## src/rtl/rtcw_pkg.sv

```systemverilog
package rtcw_pkg;
  localparam int PRE_W  = 8;
  localparam int RATE_W = 3;

  // Low-order mask of k ones within a PRE_W-bit prescaler.
  function automatic logic [PRE_W-1:0] low_mask(input logic [RATE_W:0] k);
    logic [PRE_W-1:0] m;
    for (int i = 0; i < PRE_W; i++) m[i] = (i < int'(k));
    return m;
  endfunction
endpackage

```

## src/rtl/rtcw_prescaler.sv

```systemverilog
module rtcw_prescaler
  import rtcw_pkg::*;
(
  input  logic              clk,
  input  logic              rst,
  input  logic              sel_wdt,
  input  logic [RATE_W-1:0] rate,
  input  logic              cnt_tick,
  input  logic              wdt_tick,
  input  logic              clr,
  output logic              cnt_evt,
  output logic              wdt_evt
);
  logic [PRE_W-1:0] pre_q;
  logic [RATE_W:0]  k;
  logic [PRE_W-1:0] msk;
  logic             tick_sel;
  logic             div_evt;

  always_comb begin
    k        = sel_wdt ? {1'b0, rate} : ({1'b0, rate} + 1'b1);
    msk      = low_mask(k);
    tick_sel = sel_wdt ? wdt_tick : cnt_tick;
    div_evt  = tick_sel && ((pre_q & msk) == msk);
    cnt_evt  = sel_wdt ? cnt_tick : div_evt;
    wdt_evt  = sel_wdt ? div_evt  : wdt_tick;
  end

  always_ff @(posedge clk) begin
    if (rst || clr)    pre_q <= '0;
    else if (tick_sel) pre_q <= pre_q + 1'b1;
  end

  AST_PRE_CLEAR: assert property (@(posedge clk) disable iff (rst)
    clr |=> (pre_q == '0));
endmodule

```

## src/rtl/rtcw_counter.sv

```systemverilog
module rtcw_counter #(
  parameter int CNT_W = 8
) (
  input  logic             clk,
  input  logic             rst,
  input  logic             inc,
  input  logic             wr,
  input  logic [CNT_W-1:0] wdata,
  input  logic             add,
  input  logic [CNT_W-1:0] add_val,
  output logic [CNT_W-1:0] cnt_q,
  output logic             ovf_q
);
  localparam logic [CNT_W-1:0] TOP = '1;

  always_ff @(posedge clk) begin
    if (rst) begin
      cnt_q <= '0;
      ovf_q <= 1'b0;
    end else begin
      ovf_q <= 1'b0;
      if (wr)       cnt_q <= wdata;
      else if (add) cnt_q <= cnt_q + add_val;
      else if (inc) begin
        cnt_q <= cnt_q + 1'b1;
        ovf_q <= (cnt_q == TOP);
      end
    end
  end

  AST_CNT_LOAD: assert property (@(posedge clk) disable iff (rst)
    wr |=> (cnt_q == $past(wdata)));
  AST_CNT_ADD: assert property (@(posedge clk) disable iff (rst)
    (add && !wr) |=> (cnt_q == CNT_W'($past(cnt_q) + $past(add_val))));
  AST_OVF_AT_ZERO: assert property (@(posedge clk) disable iff (rst)
    ovf_q |-> (cnt_q == '0));
  AST_OVF_SINGLE: assert property (@(posedge clk) disable iff (rst)
    ovf_q |=> !ovf_q);
  AST_OVF_NEEDS_INC: assert property (@(posedge clk) disable iff (rst)
    (wr || add) |=> !ovf_q);
endmodule

```

## src/rtl/rtcw_watchdog.sv

```systemverilog
module rtcw_watchdog #(
  parameter int WD_W = 8
) (
  input  logic clk,
  input  logic rst,
  input  logic adv,
  input  logic clr_cmd,
  input  logic sleep_cmd,
  output logic tmo_q,
  output logic to_q,
  output logic pd_q
);
  localparam logic [WD_W-1:0] TOP = '1;
  logic [WD_W-1:0] wd_q;
  logic            expire;

  assign expire = adv && !clr_cmd && (wd_q == TOP);

  always_ff @(posedge clk) begin
    if (rst) begin
      wd_q  <= '0;
      tmo_q <= 1'b0;
      to_q  <= 1'b1;
      pd_q  <= 1'b1;
    end else begin
      tmo_q <= expire;
      if (clr_cmd)  wd_q <= '0;
      else if (adv) wd_q <= wd_q + 1'b1;
      if (clr_cmd)     to_q <= 1'b1;
      else if (expire) to_q <= 1'b0;
      if (sleep_cmd)    pd_q <= 1'b0;
      else if (clr_cmd) pd_q <= 1'b1;
    end
  end

  AST_TMO_FLAG: assert property (@(posedge clk) disable iff (rst)
    tmo_q |-> !to_q);
  AST_CLR_TO: assert property (@(posedge clk) disable iff (rst)
    clr_cmd |=> (to_q && !tmo_q));
  AST_SLEEP_PD: assert property (@(posedge clk) disable iff (rst)
    sleep_cmd |=> !pd_q);
  AST_CLR_PD: assert property (@(posedge clk) disable iff (rst)
    (clr_cmd && !sleep_cmd) |=> pd_q);
endmodule

```

## src/rtl/rtc_wdt_timer.sv

```systemverilog
module rtc_wdt_timer
  import rtcw_pkg::*;
#(
  parameter int CNT_W = 8,
  parameter int WD_W  = 8
) (
  input  logic              clk,
  input  logic              rst,
  input  logic              psel,
  input  logic [RATE_W-1:0] rate,
  input  logic              cnt_tick,
  input  logic              wdt_tick,
  input  logic              cnt_wr,
  input  logic [CNT_W-1:0]  cnt_wdata,
  input  logic              cnt_add,
  input  logic [CNT_W-1:0]  add_val,
  input  logic              wdt_clr,
  input  logic              sleep,
  output logic [CNT_W-1:0]  cnt_q,
  output logic              cnt_ovf,
  output logic              wdt_timeout,
  output logic              to_flag,
  output logic              pd_flag
);
  logic pre_clr;
  logic cnt_evt;
  logic wdt_evt;

  // Each clearing event counts only for the timer that owns the prescaler.
  assign pre_clr = (cnt_wr && !psel) || ((wdt_clr || sleep) && psel);

  rtcw_prescaler i_pre (
    .clk      (clk),
    .rst      (rst),
    .sel_wdt  (psel),
    .rate     (rate),
    .cnt_tick (cnt_tick),
    .wdt_tick (wdt_tick),
    .clr      (pre_clr),
    .cnt_evt  (cnt_evt),
    .wdt_evt  (wdt_evt)
  );

  rtcw_counter #(.CNT_W(CNT_W)) i_cnt (
    .clk     (clk),
    .rst     (rst),
    .inc     (cnt_evt),
    .wr      (cnt_wr),
    .wdata   (cnt_wdata),
    .add     (cnt_add),
    .add_val (add_val),
    .cnt_q   (cnt_q),
    .ovf_q   (cnt_ovf)
  );

  rtcw_watchdog #(.WD_W(WD_W)) i_wd (
    .clk       (clk),
    .rst       (rst),
    .adv       (wdt_evt),
    .clr_cmd   (wdt_clr),
    .sleep_cmd (sleep),
    .tmo_q     (wdt_timeout),
    .to_q      (to_flag),
    .pd_q      (pd_flag)
  );

  AST_RESET_FLAGS: assert property (@(posedge clk)
    rst |=> (to_flag && pd_flag && !cnt_ovf && !wdt_timeout && cnt_q == '0));
endmodule

```

## config.mk

```make
export PLATFORM = sky130hd
export DESIGN_NAME = rtc_wdt_timer
export DESIGN_NICKNAME = d
export VERILOG_FILES = /design/src/rtl/rtcw_pkg.sv /design/src/rtl/rtcw_prescaler.sv /design/src/rtl/rtcw_counter.sv /design/src/rtl/rtcw_watchdog.sv /design/src/rtl/rtc_wdt_timer.sv
export SDC_FILE = /design/constraint.sdc
export NUM_CORES = 1
export LEC_CHECK = 0
export ABC_AREA = 0
export BUFFER_PORTS_ARGS = -buffer_cell sky130_fd_sc_hd__buf_2
export CORE_ASPECT_RATIO = 1.25
export CORE_MARGIN = 3
export CORE_UTILIZATION = 40
export CTS_CLUSTER_DIAMETER = 80
export CTS_CLUSTER_SIZE = 25
export DETAILED_ROUTE_END_ITERATION = 10
export HOLD_SLACK_MARGIN = 0.12
export SKIP_CTS_REPAIR_TIMING = 1
export SYNTH_ARGS = -nofsm -noshare
export SYNTH_HDL_FRONTEND = slang
export SYNTH_SLANG_ARGS = --single-unit
```

## constraint.sdc

```tcl
create_clock -name clk -period 2.4 [get_ports clk]
set_clock_uncertainty 0.2 [all_clocks]
set_input_delay 0 -clock clk [delete_from_list [all_inputs] [get_ports clk]]
set_output_delay 0 -clock clk [all_outputs]
set_load 0.02 [all_outputs]
```

======== Word level (Yosys, flattened, before mapping) ========
Index checks and enable logic that the tools add are counted.
storage, ports and cells
  flip-flop bits (word level) ............. 28
  logic and storage cells ................. 48
  input port bits ......................... 28
  RAM bits ................................ 0
  latch bits .............................. 0
  memory bits (read-only) ................. 0
  memories kept ........................... 0
  output and inout port bits .............. 12
cells by class
  reductions and logical operators ........ 14
  bitwise logic cells ..................... 2
  div/mod/pow operators ................... 0
  $add $sub $neg .......................... 5
  multiplexer cells ....................... 9
  $mul .................................... 0
  order comparisons ....................... 8
  equality and inequality tests ........... 3
  shift operators ......................... 0
operator list
  operator                                                   count
  adder 8 x 1 -> 8 bit, second input constant                3
  two-way mux 8 bit                                          3
  == test 8 bit, second input constant                       2
  less-than comparator 3 x 4 -> 1 bit, first input constant  4
  adder 8 bit                                                1
  AND 8 bit                                                  1
  == test 8 bit                                              1
  less-than comparator 1 x 4 -> 1 bit, first input constant  2
  less-than comparator 2 x 4 -> 1 bit, first input constant  2
  logical AND 1 bit                                          5
  two-way mux 1 bit                                          5
  adder 3 x 1 -> 4 bit, second input constant                1
  two-way mux 4 bit                                          1
  OR reduction 4 bit                                         1
  logical OR 1 bit                                           3
  nonzero test 3 bit                                         1
  zero test 1 bit                                            2
  nonzero test 2 bit                                         1
  OR reduction 2 bit                                         1
  inverter 1 bit                                             1

======== Logic depth before layout (Yosys ltp) ========
Gate-level depths: netlist of the first run.
  word-level depth ........................ 10
  depth in mapped cells ................... 10
  gate-level depth less buffers ........... 10

======== Modules after synthesis ========
From an unflattened synthesis of the first run, not the netlist that was laid out.
second synthesis, totals
  cell total of the unflattened synthesis .. 216
  area, all modules ....................... 1800.5 µm²
by module, submodules not included
  module          times used  area each (µm²)  cells each  seq. area each (µm²)
  rtcw_counter    1           799.5            99          180.2
  rtcw_prescaler  1           550.5            67          160.2
  rtcw_watchdog   1           437.9            47          220.2
  rtc_wdt_timer   1           12.5             3           0.0

======== Worst setup path before layout of the first run ========
OpenSTA, ideal clock, no wires.
  kind .................................... register -> register
  start point ............................. register i_cnt.cnt_q[0]
  end point ............................... register i_cnt.cnt_q[6]
  library setup time ...................... 0.091 ns
  period minus slack after synthesis ...... 2.358 ns
  data required time ...................... 2.109 ns
  data arrival time ....................... 2.067 ns
  stages on the path, launching flop included .. 10
  setup slack ............................. 0.042 ns
  buffers on the path ..................... 0
  path through ............................ dfxtp_1 ha_1 inv_1 fa_1 nor2b_1 o31a_1 o21a_1 nor3_1 or3_1 a311oi_1
on the way
  longest elaborated chain between the ends .. 4
  elaborated cells on any way between the ends .. 5
  classes of those cells .................. add/sub: 2; mux: 3
ends and longest elaborated chain
  item                    line                text
  start, declared         rtcw_counter.sv:11  output logic [CNT_W-1:0] cnt_q,
  start signal, assigned  rtcw_counter.sv:22  if (wr) cnt_q <= wdata;
  start signal, assigned  rtcw_counter.sv:23  else if (add) cnt_q <= cnt_q + add_val;
  start signal, assigned  rtcw_counter.sv:25  cnt_q <= cnt_q + 1'b1;
  adder 8 x 1 -> 8 bit    rtcw_counter.sv:25
  two-way mux 8 bit       rtcw_counter.sv:24  else if (inc) begin
  two-way mux 8 bit *     rtcw_counter.sv:23
  two-way mux 8 bit *     rtcw_counter.sv:22
Every way passes the cells marked *; elsewhere a longest branch is shown, timed or not. The select of a mux whose other input is x is not followed.
A chain may end at the register's enable or synchronous reset.

======== Worst setup path in the final report of the first run ========
Ends and elaborated chain as after synthesis.

==> qor.csv, run 1 <==
metric,value,unit
cell mode on critical path,o21a_1,
Comb pwr share,27.6,%
RR Endpoint,i_cnt.cnt_q[6]$_SDFFE_PP0P_,
Synthesized Nets,261,
total power,0.00109,W
Layout Cells excl Fill,344,
# DRC,0,
max cap viols,0,
Slew @ Worst Pin,0.432,ns
DRT iter0 DRCs,74,
reg-to-reg startpoint,i_cnt.cnt_q[0]$_SDFFE_PP0P_,
WL/cell,12.4,um
initial antenna violation count,0,
Placed Cells,316,
fin nets,328,
register bit total from synthesis,28,
status,"finished, final reports clean",
CP arrival,2.27,ns
Synth Area per Inst,8.26,um2
TNS Setup,0,ns
critical path endpoint,i_cnt.cnt_q[6]$_SDFFE_PP0P_,
reg2reg path depth,9,
global-route wire length before repair,6790,um
H-tree level count,1,
Max-slew headroom,70.9,%
CP Launch Point,i_cnt.cnt_q[0]$_SDFFE_PP0P_,
Starting Density,43.0,%
Die Area,0.00544,mm2
CTS tree,built,
CTS buffer count,3,
Crit. End Element,register,
number of stages on the worst setup path,9,
shortest period the worst path allows,2.28,ns
first-pass iteration count of the detailed router,4,
Die Wd,66.6,um
register-to-register setup slack,0.12,ns
Sink Count,28,
vias in the first global route,1576,
core area,0.00426,mm2
largest net degree at the start of global routing,19,
vias per cell,5.15,
Port Buffers,39,
Slew Limit Fails,0,
element type at the critical path start,register,
post-synthesis cell area,0.00183,mm2
ys flop type,dfxtp_1,
share of cells above drive strength 1,24.3,%
VDD IR-drop max,0.244,mV
"EDFF count, synth",0,
cell family with most CP delay,compound AO/OA/AOI/OAI gates,
Clock Path Buffers,2,
critical path's slowest cell,dfxtp_2,
Tot GR Track Use,15.8,%
Clock transition at path regs,0.09,ns
Ys Warns,0,
RSZ-0062 raised after global routing,false,
"most common cell after layout, fill and taps aside",buf_2,
top cell type by total area after synthesis,dfxtp_1,
most frequent cells in the layout,"buf_2 (39), nor2_1 (26), dfxtp_1 (26)",
Clk pwr share,26.6,%
setup slack after layout,0.119,ns
CTS root buffer,clkbuf_8,
vias,1771,
io pins,40,
sequential group share of total power,45.8,%
crit-path cells,ha_4 > inv_2 > fa_2 > nor2b_2 > o31a_1 > o21a_1 > o21a_1 > or3_1 > a311oi_2,
WHS,0.0750,ns
top post-synthesis cells by area,"dfxtp_1 (31%), ha_1 (6.8%), nor2_1 (5.3%), mux2i_1 (3.8%), a21oi_1 (3.5%)",
Crit Path Class,register to register,
HPWL Detailed,3120,um
# rows,26,
critical path's largest stage delay,0.35,ns
GP Congestion,0.783,
net switching power,0.000313,W
leak pwr,1.02,nW
clk_lat worst skew,0.27,ns
GR Overflow Total,0,
worst-path fanout max,3,
Layout area overhead,32.5,%
Final setup viols,0,
Netlist cell types,48,
antenna-violating nets left,0,
Synth Instances,222,
drt total wl,4260,um
pre-CTS setup slack,0.0393,ns
internal power,0.000778,W
Worst Path Buf+Inv,1,
Max Clk Rate,438,MHz
PwrDens,449,mW/mm2
Hold Fails Final Rpt,0,
Sw Ratio,28.7,%
register area share after synthesis,30.6,%
Tcrit/Tclk final,95.0,%
Die Y,81.7,um
post-synth top area share,30.6,%
worst path required time,2.39,ns
hold crit path type,primary input to register,
hold_sp,add_val[7],
# diodes,0,
"Async S/R FF share, synth",0,%
==> layer usage <==
metal	track usage, %	routed length [um]	vias to the layer above
met5	0	0	-
met4	4.88	32	0
met3	2.33	192	2
met2	27.3	2110	33
met1	20.0	1930	805
li1	-	-	931
==> power by group through the flow <==
stage | logic (W) | clock network (W) | registers (W)
after floorplan | 0.000159 | 0 | 0.000526
after global placement | 0.000255 | 0 | 0.000508
after detailed placement | 0.000256 | 0 | 0.000508
after CTS | 0.000257 | 0.000305 | 0.000497
after global routing | 0.000337 | 0.000323 | 0.000502
final | 0.000301 | 0.000290 | 0.000500
==> logic make-up after synthesis <==
logic type,after synthesis,synth area share (%)
AO/OA/AOI/OAI,49,19.5
XOR/XNOR,12,5.73
adder cells (fa/ha/maj),11,7.91
buffers and inverters,17,4.71
flip-flops,28,30.6
multiplexers,7,3.82
AND/OR/NAND/NOR,98,27.8
==> state kept, by name, indices dropped and copies added, names as in the netlist <==
name / flops
i_wd.tmo_q: 1
i_cnt.cnt_q: 8
i_pre.pre_q: 8
i_cnt.ovf_q: 1
i_wd.to_q: 1
i_wd.wd_q: 8
i_wd.pd_q: 1
==> per-stage QoR <==
step           util (%)  cell area (um2)
2_1_floorplan         -             1830
3_5_place_dp       49.4             2100
3_3_place_gp       49.4             2100
5_1_grt            57.0             2430
6_report           57.0             2430
4_1_cts            50.6             2160
==> cells in the mapped netlist (2+ instances only) <==
library cell,count
nor2b_1,3
o211ai_1,2
a21oi_1,13
mux2i_1,7
nand2_1,17
ha_1,10
o21ai_0,9
or2_2,2
o2111ai_1,2
or4_1,2
inv_1,8
or3_1,8
nor2_1,26
xnor2_1,5
and2_1,7
xor2_1,7
a211oi_1,6
o21a_1,3
nor3b_1,2
nand2b_1,3
nand3_1,10
dfxtp_1,28
nor3_1,3
o21bai_1,3
clkbuf_1,6
nand4_1,6
and3_1,3
==> area by class of cell <==
class	count	area, um2
clock buffer	4	55.1
fill	424	1830
inverter	8	30.0
multi-input combinational	177	1220
sequential	28	563
tap	56	70.1
timing repair buffer	71	488
==> worst register-to-register path, cell delays in order, from the launching register on <==
cell	delay, ns
dfxtp_2	0.35
ha_4	0.16
inv_2	0.06
fa_2	0.20
nor2b_2	0.05
o31a_1	0.30
o21a_1	0.19
o21a_1	0.16
or3_1	0.35
a311oi_2	0.19
==> worst min-delay path by stage <==
stage	to	slack [ns]	cells past startpoint
2_1_floorplan	i_wd.pd_q$_SDFFE_PP1P_	-0.1	1
3_3_place_gp	i_wd.pd_q$_SDFFE_PP1P_	0.01	2
3_5_place_dp	i_wd.pd_q$_SDFFE_PP1P_	0.01	2
4_1_cts	i_wd.pd_q$_SDFFE_PP1P_	-0.29	2
5_1_grt	i_cnt.cnt_q[7]$_SDFFE_PP0P_	0.14	6
6_report	i_cnt.cnt_q[7]$_SDFFE_PP0P_	0.07	6
No activity file was read; power rests on OpenSTA's default activity.
==> run 2: changes to the inputs <==
--- a/config.mk
+++ b/config.mk
@@ -9,11 +9,12 @@
 export BUFFER_PORTS_ARGS = -buffer_cell sky130_fd_sc_hd__buf_2
 export CORE_ASPECT_RATIO = 1.25
 export CORE_MARGIN = 3
-export CORE_UTILIZATION = 40
+export CORE_UTILIZATION = 54
 export CTS_CLUSTER_DIAMETER = 80
 export CTS_CLUSTER_SIZE = 25
 export DETAILED_ROUTE_END_ITERATION = 10
 export HOLD_SLACK_MARGIN = 0.12
+export PLACE_DENSITY = 0.79
 export SKIP_CTS_REPAIR_TIMING = 1
 export SYNTH_ARGS = -nofsm -noshare
 export SYNTH_HDL_FRONTEND = slang
==> qor.csv, run 2 (synthesized netlist as in run 1, its figures left out) <==
metric,value,unit,change
drt total wl,4430,um,+4.0%
# rows,23,,-12%
HPWL Detailed,2980,um,-4.5%
CTS root buffer,clkbuf_8,,
Max-slew headroom,73.2,%,+2.3 points
VDD IR-drop max,0.365,mV,+49%
Final setup viols,0,,unchanged
Starting Density,56.9,%,+14 points
hold_sp,add_val[7],,
Sink Count,28,,unchanged
PwrDens,493,mW/mm2,+9.8%
cell mode on critical path,o21a_1,,
RSZ-0062 raised after global routing,false,,
cell family with most CP delay,compound AO/OA/AOI/OAI gates,,
initial antenna violation count,0,,unchanged
Die Area,0.00414,mm2,-24%
Layout area overhead,28.9,%,
# DRC,0,,unchanged
total power,0.00117,W,+6.8%
Comb pwr share,25.5,%,-2.1 points
shortest period the worst path allows,2.28,ns,+0.00394 ns
Worst Path Buf+Inv,1,,unchanged
# diodes,0,,unchanged
global-route wire length before repair,6840,um,+0.71%
Tot GR Track Use,20.1,%,+4.3 points
worst path required time,2.40,ns,about the same
TNS Setup,0,ns,unchanged
Die Y,71.2,um,-13%
core area,0.00322,mm2,-24%
max cap viols,0,,unchanged
critical path's largest stage delay,0.35,ns,about the same
share of cells above drive strength 1,22.7,%,-1.6 points
largest net degree at the start of global routing,19,,unchanged
net switching power,0.000318,W,+1.7%
sequential group share of total power,42.8,%,-3.0 points
fin nets,322,,-1.8%
reg-to-reg startpoint,i_cnt.cnt_q[0]$_SDFFE_PP0P_,,
register-to-register setup slack,0.12,ns,about the same
antenna-violating nets left,0,,unchanged
status,"finished, final reports clean",,
Slew Limit Fails,0,,unchanged
CP arrival,2.28,ns,about the same
GR Overflow Total,0,,unchanged
element type at the critical path start,register,,
WL/cell,13.9,um,+12%
Hold Fails Final Rpt,0,,unchanged
"most common cell after layout, fill and taps aside",buf_2,,
GP Congestion,0.835,,+6.6%
Hold EP,i_cnt.cnt_q[7]$_SDFFE_PP0P_,,
hold depth,6,,unchanged
CTS buffer count,3,,unchanged
Max Clk Rate,438,MHz,-0.17%
vias,1804,,+1.9%
vias per cell,5.66,,+9.8%
Clk pwr share,31.8,%,+5.2 points
crit-path cells,ha_2 > inv_2 > fa_2 > nor2b_2 > o31a_1 > o21a_1 > o21a_1 > or3_1 > a311oi_2,,
most frequent cells in the layout,"buf_2 (39), dfxtp_1 (27), nor2_1 (26)",,
clk_lat worst skew,0.27,ns,about the same
Crit. End Element,register,,
hold crit path type,primary input to register,,
Port Buffers,39,,unchanged
WHS,0.109,ns,+0.0341 ns
leak pwr,1.00,nW,-2.3%
reg2reg path depth,9,,unchanged
worst-path fanout max,3,,unchanged
internal power,0.000847,W,+8.9%
critical path's slowest cell,or3_1,,
Clock transition at path regs,0.10,ns,about the same
Clock Path Buffers,2,,unchanged
Die Wd,58.1,um,-13%
H-tree level count,1,,unchanged
Largest regs,"i_cnt.cnt_q x8, i_pre.pre_q x8, i_wd.wd_q x8",,
first-pass iteration count of the detailed router,4,,unchanged
Tcrit/Tclk final,95.2,%,+0.16 points
CP Launch Point,i_cnt.cnt_q[0]$_SDFFE_PP0P_,,
Slew @ Worst Pin,0.399,ns,-0.0332 ns
Sw Ratio,27.3,%,-1.4 points
CTS tree,built,,
io pins,40,,unchanged
vias in the first global route,1607,,+2.0%
RR Endpoint,i_cnt.cnt_q[6]$_SDFFE_PP0P_,,
Crit Path Class,register to register,,
DRT iter0 DRCs,58,,-22%
run 2: cell count changes in the layout (fill, tap and decap cells not counted):
cell / change
buf_4: -5
bufinv_16: +1
clkbuf_8: -1
dfxtp_1: +1
dfxtp_2: -1
dlygate4sd3_1: -1
ha_2: +1
ha_4: -1
o21ai_0: -1
o21ai_1: +1
run 2: worst register-to-register path, stage by stage, from the launching register on:
cell      delay [ns]
dfxtp_2         0.33
ha_2            0.18
inv_2           0.06
fa_2            0.21
nor2b_2         0.05
o31a_1          0.25
o21a_1          0.18
o21a_1          0.16
or3_1           0.35
a311oi_2        0.22
run 2: metrics by stage:
| step | setup WS, ns | utilization, % | instances | cell area (um2) |
|---|---|---|---|---|
| floorplan | 0.0422 | - | 222 | 1830 |
| global placement | 0.149 | 64.1 | 295 | 2060 |
| detailed placement | 0.0863 | 64.1 | 295 | 2060 |
| CTS | 0.0682 | 66.3 | 299 | 2140 |
| finish | 0.115 | 73.3 | 319 | 2360 |
| global route | 0.00884 | 73.3 | 319 | 2360 |
run 2: power by group through the flow:
stage	registers (W)	clock network, W	logic, W
4_1_cts	0.000496	0.000380	0.000256
3_3_place_gp	0.000507	0	0.000249
3_5_place_dp	0.000507	0	0.000254
6_report	0.000498	0.000370	0.000297
5_1_grt	0.000501	0.000397	0.000329
2_1_floorplan	0.000526	0	0.000159
run 2: metal layers:
layer / GRT usage (%) / share of wire (%)
met1: 26.6 / 44
met2: 34.4 / 51
met3: 2.37 / 3.7
met4: 4.64 / 0.86
met5: 0 / 0
run 2: worst max path at each step:
stage	end	slack [ns]	depth (start not counted)
6_report	i_cnt.cnt_q[6]$_SDFFE_PP0P_	0.12	9
5_1_grt	i_cnt.cnt_q[6]$_SDFFE_PP0P_	0.009	9
4_1_cts	i_cnt.cnt_q[6]$_SDFFE_PP0P_	0.07	9
3_5_place_dp	i_cnt.cnt_q[6]$_SDFFE_PP0P_	0.09	9
3_3_place_gp	i_cnt.cnt_q[6]$_SDFFE_PP0P_	0.15	9
2_1_floorplan	i_cnt.cnt_q[6]$_SDFFE_PP0P_	0.04	9
run 2: layout make-up:
type	instances	area [um2]
Sequential cell	28	562
Multi-Input combinational cell	177	1210
Clock buffer	3	41.3
Inverter	8	30.0
Clock inverter	1	30.0
Timing Repair Buffer	65	440
Fill cell	261	860
Tap cell	37	46.3
==> run 3: changes to the inputs <==
--- a/config.mk
+++ b/config.mk
@@ -8,13 +8,14 @@
 export ABC_AREA = 0
 export BUFFER_PORTS_ARGS = -buffer_cell sky130_fd_sc_hd__buf_2
 export CORE_ASPECT_RATIO = 1.25
-export CORE_MARGIN = 3
+export CORE_MARGIN = 4
 export CORE_UTILIZATION = 54
 export CTS_CLUSTER_DIAMETER = 80
 export CTS_CLUSTER_SIZE = 25
 export DETAILED_ROUTE_END_ITERATION = 10
 export HOLD_SLACK_MARGIN = 0.12
 export PLACE_DENSITY = 0.79
+export RECOVER_POWER = 25
 export SKIP_CTS_REPAIR_TIMING = 1
 export SYNTH_ARGS = -nofsm -noshare
 export SYNTH_HDL_FRONTEND = slang
==> qor.csv, run 3 (synthesized netlist as in run 1, its figures left out) <==
metric,value,unit,change
HPWL Detailed,3080,um,+3.6%
WL/cell,13.6,um,-2.1%
CTS buffer count,3,,unchanged
status,"finished, final reports clean",,
# rows,23,,unchanged
clk_lat worst skew,0.27,ns,about the same
Tcrit/Tclk final,97.6,%,+2.4 points
Clock transition at path regs,0.10,ns,about the same
net switching power,0.000318,W,about the same
hold crit path type,primary input to register,,
Placed Cells,296,,+0.34%
vias in the first global route,1548,,-3.7%
worst path required time,2.39,ns,about the same
setup slack after layout,0.0571,ns,-0.0583 ns
pre-CTS setup slack,0.0258,ns,-0.0605 ns
vias,1814,,+0.55%
shortest period the worst path allows,2.34,ns,+0.0583 ns
worst-path fanout max,3,,unchanged
PwrDens,487,mW/mm2,-1.3%
Max Clk Rate,427,MHz,-2.5%
"Design Area, Final",0.00241,mm2,+2.0%
initial antenna violation count,0,,unchanged
Die Y,73.2,um,+2.8%
CTS tree,built,,
TNS Setup,0,ns,unchanged
Hold Fails Final Rpt,0,,unchanged
leak pwr,1.02,nW,+1.6%
io pins,40,,unchanged
Comb pwr share,26.0,%,+0.5 points
Sw Ratio,27.1,%,-0.20 points
Slew @ Worst Pin,0.449,ns,+0.0508 ns
cell mode on critical path,o21a_1,,
Layout fillers,241,,-7.7%
VDD IR-drop max,0.506,mV,+39%
"most common cell after layout, fill and taps aside",buf_2,,
Port Buffers,39,,unchanged
fin nets,327,,+1.6%
H-tree level count,1,,unchanged
Sink Count,28,,unchanged
Largest regs,"i_cnt.cnt_q x8, i_pre.pre_q x8, i_wd.wd_q x8",,
antenna-violating nets left,0,,unchanged
Die Wd,60.1,um,+3.4%
crit-path cells,ha_2 > inv_1 > fa_2 > nor2b_2 > o31a_1 > o21a_1 > o21a_1 > or3_1 > a311oi_1,,
Final setup viols,0,,unchanged
critical path's largest stage delay,0.34,ns,about the same
largest net degree at the start of global routing,19,,unchanged
Layout Cells excl Fill,324,,+1.6%
sequential group share of total power,42.5,%,-0.3 points
Die Area,0.00440,mm2,+6.3%
Clk pwr share,31.5,%,-0.3 points
# DRC,0,,unchanged
max cap viols,0,,unchanged
Clock Path Buffers,2,,unchanged
DRT iter0 DRCs,62,,+6.9%
most frequent cells in the layout,"buf_2 (35), nor2_1 (26), dfxtp_1 (26)",,
RSZ-0062 raised after global routing,true,,
share of cells above drive strength 1,21.3,%,-1.4 points
GP Congestion,0.897,,+7.5%
Crit. End Element,register,,
Slew Limit Fails,0,,unchanged
drt total wl,4410,um,-0.54%
element type at the critical path start,register,,
Tot GR Track Use,18.8,%,-1.3 points
CTS root buffer,clkbuf_8,,
global-route wire length before repair,6510,um,-4.7%
internal power,0.000855,W,+1.0%
total power,0.00117,W,+0.72%
Starting Density,56.4,%,-0.50 points
Max-slew headroom,69.7,%,-3.5 points
core area,0.00325,mm2,+0.89%
Layout area overhead,31.4,%,
# diodes,0,,unchanged
critical path's slowest cell,or3_1,,
GR Overflow Total,0,,unchanged
vias per cell,5.60,,-1.0%
area post-placement,0.00207,mm2,+0.36%
CP arrival,2.34,ns,+0.06 ns
first-pass iteration count of the detailed router,4,,unchanged
Crit Path Class,register to register,,
==> run 3: worst max-delay path, delay by kind of cell (launching register included) <==
family | cells | cell delay, ns
AO/OA/AOI/OAI | 4 | 0.90
AND/OR/NAND/NOR | 2 | 0.39
adder cells (fa/ha/maj) | 2 | 0.38
flip-flops | 1 | 0.33
buffers and inverters | 1 | 0.07
==> run 3: per-stage QoR <==
step                      hold slack [ns]  utilization, %
after floorplan                   -0.0980               -
after global placement            0.00537            63.7
after detailed placement          0.00570            63.7
after CTS                          -0.296            65.9
after global routing                0.138            74.1
final                               0.131            74.1
==> run 3: power by group through the flow <==
stage          logic [W]  registers [W]  clock network, W
6_report        0.000305       0.000499          0.000370
5_1_grt         0.000331       0.000501          0.000394
4_1_cts         0.000257       0.000496          0.000376
3_5_place_dp    0.000255       0.000507                 0
3_3_place_gp    0.000250       0.000508                 0
2_1_floorplan   0.000159       0.000526                 0
==> run 3: layout make-up <==
cell class | count | area, um2 | share of cell area, %
clock inverter | 1 | 30.0 | 1.25
tap | 37 | 46.3 | 1.92
timing repair buffer | 70 | 493 | 20.4
inverter | 8 | 30.0 | 1.25
multi-input combinational | 177 | 1210 | 50.1
clock buffer | 3 | 41.3 | 1.71
sequential | 28 | 563 | 23.4
==> run 3: layer usage <==
metal	vias to the layer above	GRT usage [%]	share of wire [%]
li1	927	-	-
met1	835	23.4	44
met2	47	32.8	51
met3	5	1.95	3.4
met4	0	6.65	1.2
met5	-	0	0
==> run 3: path summary, 6_finish.rpt <==
| kind | start | to | slack [ns] | depth (start not counted) |
|---|---|---|---|---|
| max | i_cnt.cnt_q[0]$_SDFFE_PP0P_ | i_cnt.cnt_q[6]$_SDFFE_PP0P_ | 0.06 | 9 |
| min reg2reg | i_wd.to_q$_SDFFE_PP1P_ | i_wd.to_q$_SDFFE_PP1P_ | 0.28 | 1 |
| min | psel | i_wd.wd_q[2]$_SDFFE_PP0P_ | 0.13 | 4 |
| max reg2reg | i_cnt.cnt_q[0]$_SDFFE_PP0P_ | i_cnt.cnt_q[6]$_SDFFE_PP0P_ | 0.06 | 9 |
